`src/rtl/vec_sum_halver.sv`:
```
module vec_sum_halver #(
  parameter int LANES = 8,
  parameter int W     = 16
) (
  input  logic               clk,
  input  logic               rst_n,
  input  logic               start,
  input  logic               chunk_valid,
  input  logic               chunk_last,
  input  logic [LANES*W-1:0] chunk_data,
  output logic               sum_valid,
  output logic [W-1:0]       sum_out,
  output logic               busy
);
  localparam int LB = $clog2(LANES);
  localparam logic [LB:0] LEN_FULL = (LB+1)'(LANES);

  typedef enum logic [1:0] {S_IDLE, S_ACC, S_RED} state_t;

  state_t      state;
  logic [LB:0] len;
  logic [LB:0] half;
  logic        done;
  logic [W-1:0] acc [LANES];

  assign half      = len >> 1;
  assign busy      = (state != S_IDLE);
  assign sum_valid = done;
  assign sum_out   = acc[0];

  always_ff @(posedge clk or negedge rst_n) begin
    if (!rst_n) begin
      state <= S_IDLE;
      len   <= LEN_FULL;
      done  <= 1'b0;
      for (int i = 0; i < LANES; i++) acc[i] <= '0;
    end else begin
      done <= 1'b0;
      case (state)
        S_IDLE: if (start) begin
          state <= S_ACC;
          for (int i = 0; i < LANES; i++) acc[i] <= '0;
        end
        S_ACC: if (chunk_valid) begin
          for (int i = 0; i < LANES; i++) acc[i] <= acc[i] + chunk_data[i*W +: W];
          if (chunk_last) begin
            state <= S_RED;
            len   <= LEN_FULL;
          end
        end
        S_RED: begin
          for (int i = 0; i < LANES/2; i++)
            if (i < int'(half)) acc[i] <= acc[i] + acc[i + int'(half)];
          len <= half;
          if (half == 1) begin
            state <= S_IDLE;
            done  <= 1'b1;
          end
        end
        default: state <= S_IDLE;
      endcase
    end
  end

  assert_reset_quiet_R1: assert property (@(posedge clk) !rst_n |-> (!sum_valid && !busy));

  assert_start_arms_R2: assert property (@(posedge clk) disable iff (!rst_n)
    (!busy && start) |=> busy);

  assert_hold_R3: assert property (@(posedge clk) disable iff (!rst_n)
    (state == S_ACC && !chunk_valid) |=> $stable(acc[0]));

  assert_len_pow2_R4: assert property (@(posedge clk) disable iff (!rst_n)
    (state == S_RED) |-> ($countones(len) == 1 && len > 1));

  assert_from_reduce_R5: assert property (@(posedge clk) disable iff (!rst_n)
    $rose(sum_valid) |-> $past(state == S_RED));

  assert_one_pulse_R7: assert property (@(posedge clk) disable iff (!rst_n)
    sum_valid |=> !sum_valid);

  assert_start_ignored_R8: assert property (@(posedge clk) disable iff (!rst_n)
    (state == S_RED) |=> (state == S_RED || sum_valid));

  assert_idle_on_pulse_R10: assert property (@(posedge clk) disable iff (!rst_n)
    sum_valid |-> !busy);
endmodule

```
`config.mk`:
```
export PLATFORM = sky130hd
export DESIGN_NAME = vec_sum_halver
export DESIGN_NICKNAME = d
export VERILOG_FILES = /design/src/rtl/vec_sum_halver.sv
export SDC_FILE = /design/constraint.sdc
export NUM_CORES = 1
export LEC_CHECK = 0
export BUFFER_PORTS_ARGS = -buffer_cell sky130_fd_sc_hd__buf_2
export CAP_MARGIN = 20
export CORE_UTILIZATION = 50
export CTS_BUF_LIST = sky130_fd_sc_hd__clkbuf_8 sky130_fd_sc_hd__clkbuf_16
export DETAILED_ROUTE_END_ITERATION = 8
export PLACE_DENSITY = 0.7
export SLEW_MARGIN = 20
export SYNTH_ARGS = -nofsm -noshare
export SYNTH_HDL_FRONTEND = slang
export SYNTH_SLANG_ARGS = --single-unit
export TNS_END_PERCENT = 1
```
`constraint.sdc`:
```
create_clock -name clk -period 5.8 [get_ports clk]
set_input_delay 1.16 -clock clk [delete_from_list [all_inputs] [get_ports clk]]
set_output_delay 1.16 -clock clk [all_outputs]
set_load 0.005 [all_outputs]
```
==> results.md <==
- Hold Crit Class: flop to flop
- Tmin final: 4720 ps
- Total power: 0.00917 W
- Synthesis-to-finish area growth: 11.3%
- CTS clk-pin slew, worst paths: 70 ps
- Total Nets Final: 1846
- Max Fclk: 212 MHz
- Clock skew: 11.2 ps
- Yosys reg bits: 134
- Top FF cell, synth: dfrtp_1
- Port Buffers: 150
- Grt ovf: 0
- WP data arrival: 5020 ps
- Final Setup Violations: 0
- Clock H-tree levels: 4
- Combinational share of power: 67.3%
- DRT iter0 DRCs: 1162
- Hold Fails Final Rpt: 0
- Synthesized area per cell: 9.59 um2
- Async SR Flop Fraction: 100%
- IO Pins: 151
- Placed Instances: 1935
- Largest net degree at the start of global routing: 94
- Synth top area share: 23.5%
- Cell taking the most area after synthesis: dfrtp_1
- P_int: 0.00466 W
- Post-CTS resize count: 0
- DIE AREA: 29000 um2
- Rel. slew slack: 38.6%
- Clock buffer count from CTS: 17
- Mapped Cells: 1475
- Sequential-to-total area share from yosys stat: 23.7%
- Post CTS Setup Buffer Count: 0
- Crit Path Category: flop to flop
- RSZ-0062 raised after global routing: false
- Non-Filler Instances: 1967
- Worst-Margin Slew: 918 ps
- Initial Utilization: 50.9%
- Diode count: 0
- ANT nets after route: 0
- Fin util: 56.6%
- CTS tree: done
- DRC violations left: 0
- Max Cap Viol: 0
- Initial antenna violation count: 0
- Layout cells sized above 1: 21.0%
- Worst Path Required: 6100 ps
- Routed wire length per instance: 21.5 um
- Most instantiated cells after synthesis: nand2_1, dfrtp_1, ha_1
- CTS max path bufs: 2
- Core Rows: 61
- P per Cell Area: 583 nW/um2
- Fillers: 2514
- GRT Resource Usage Total: 30.2%
- Total number of vias: 12500
- Warnings from Yosys: 0
- Setup TNS Final: 0 ps
- Sequential share of power: 20.6%
- Number of global-route vias before repair: 11900
- Routability cong.: 0.962
- Synth area leaders: dfrtp_1, mux4_2, ha_1, mux2i_1, a21oi_1
- Clk root buf: clkbuf_16
- Synth cell types: 68
- Most frequent cell after synthesis: nand2_1
- CP max FO: 24
- Clock latency on the worst-skew pair: 440 ps
- Max Slew Vio Count: 0
- Routed wire length: 42.2 mm
- CTS Sinks: 134
- Crit start category: flop
- Status: finished, final reports clean
- HPWL after DPL: 32.8 mm
- Die height: 170 um
- Switching share of total power: 49.1%
- Clock share of power: 12.1%
- LEAKAGE: 7.04 nW
- Die Wd: 170 um
- Number of hold buffers added after cts: 0
- Critical Path End Type: flop
- Synth Cell Area: 14100 um2
- Global-route wire length before repair: 66.1 mm
- Worst VDD drop: 0.317 mV
- P_sw: 0.00450 W
- Syn Nets: 1745
- Fin crit share: 81.5%
- DRT Pass-1 Iters: 5
- Core Area: 27800 um2
- Vias per Instance: 6.34
- Post-synth EDFFs: 0
## sequential cells by signal (all words and copies together) (netlist names)
name and count:
sum_out 16, len 3, acc 112, sum_valid 1
state 2
## final timing paths
check	start	endpoint	slack, ps	cells after the start
max	len[1]$_DFFE_PN0P_	acc[111]$_DFFE_PN0P_	1080	16
min in group asynchronous	rst_n	acc[65]$_DFFE_PN0P_	830	1
min	acc[60]$_DFFE_PN0P_	acc[60]$_DFFE_PN0P_	570	2
max reg2reg	len[1]$_DFFE_PN0P_	acc[111]$_DFFE_PN0P_	1080	16
max in group asynchronous	rst_n	sum_out[13]$_DFFE_PN0P_	3830	2
min reg2reg	acc[60]$_DFFE_PN0P_	acc[60]$_DFFE_PN0P_	570	2
## critical path, stage by stage (launching register included)
cell and delay, ps:
dfrtp_4 610, inv_1 160, ha_4 530, buf_4 380, mux4_2 590, mux2i_1 160, a21oi_1 90, ha_1 350
a21o_1 180, a21oi_1 210, a2bb2oi_1 240, o311ai_1 180, a31o_2 280, a21oi_1 170, xnor2_1 150, mux2i_1 230
o21ai_1 80
## placed cells by master, fill, tap and decap left out, drive strengths merged, types with 13 or more instances in the layout
cell	n
dfrtp	133
nand2b	13
nand3	21
xor2	43
o31ai	23
o21bai	15
clkbuf	17
nor2b	13
mux2i	92
nand2	134
a21o	40
mux4	100
xnor2	52
inv	36
nor3	29
nor2	118
ha	129
a211oi	14
buf	168
a21oi	128
a22o	46
and3	15
o21ai	89
## per-stage QoR
stage | cell area, um2 | hold slack, ps | setup slack, ps
finish | 15700 | 569 | 1080
global route | 15700 | 605 | 682
CTS | 15700 | 565 | 1090
detailed placement | 15100 | 550 | 1120
global placement | 15100 | 534 | 1210
floorplan | 14100 | 498 | 632
## logic make-up after synthesis
| kind of cell | synth area share, % |
|---|---|
| DFF | 23.7 |
| and+or+nand+nor | 11.8 |
| buffers and inverters | 3.67 |
| AOI/OAI and AO/OA | 19.9 |
| adders and majority gates | 12.5 |
| muxes | 22.4 |
| xor gates and xnor gates | 5.88 |
## power by group through the flow
stage / Sequential [W] / Clock [W] / Combinational (W)
after floorplan: 0.00160 / 0 / 0.00483
after global placement: 0.00185 / 0 / 0.00599
after detailed placement: 0.00187 / 0 / 0.00610
after CTS: 0.00187 / 0.00112 / 0.00613
after global routing: 0.00193 / 0.00117 / 0.00678
final: 0.00189 / 0.00111 / 0.00617
## routing by layer
metal	wire length [um]	part of all wire, %	vias up	GRT usage (%)
met1	18500	44	6125	42.7
met5	0	0	-	0
li1	-	-	5805	-
met3	2850	6.8	72	3.42
met2	19700	47	475	48.2
met4	1220	2.9	0	9.95
## cell type report
type	count	area, um2	area share (%)
Sequential cell	134	3360	21.3
Tap cell	378	473	3.01
Clock inverter	15	159	1.01
Multi-Input combinational cell	1225	10300	65.5
Timing Repair Buffer	168	896	5.69
Clock buffer	17	425	2.70
Inverter	30	113	0.716
Note: power is estimated with default switching activity, not from simulation.
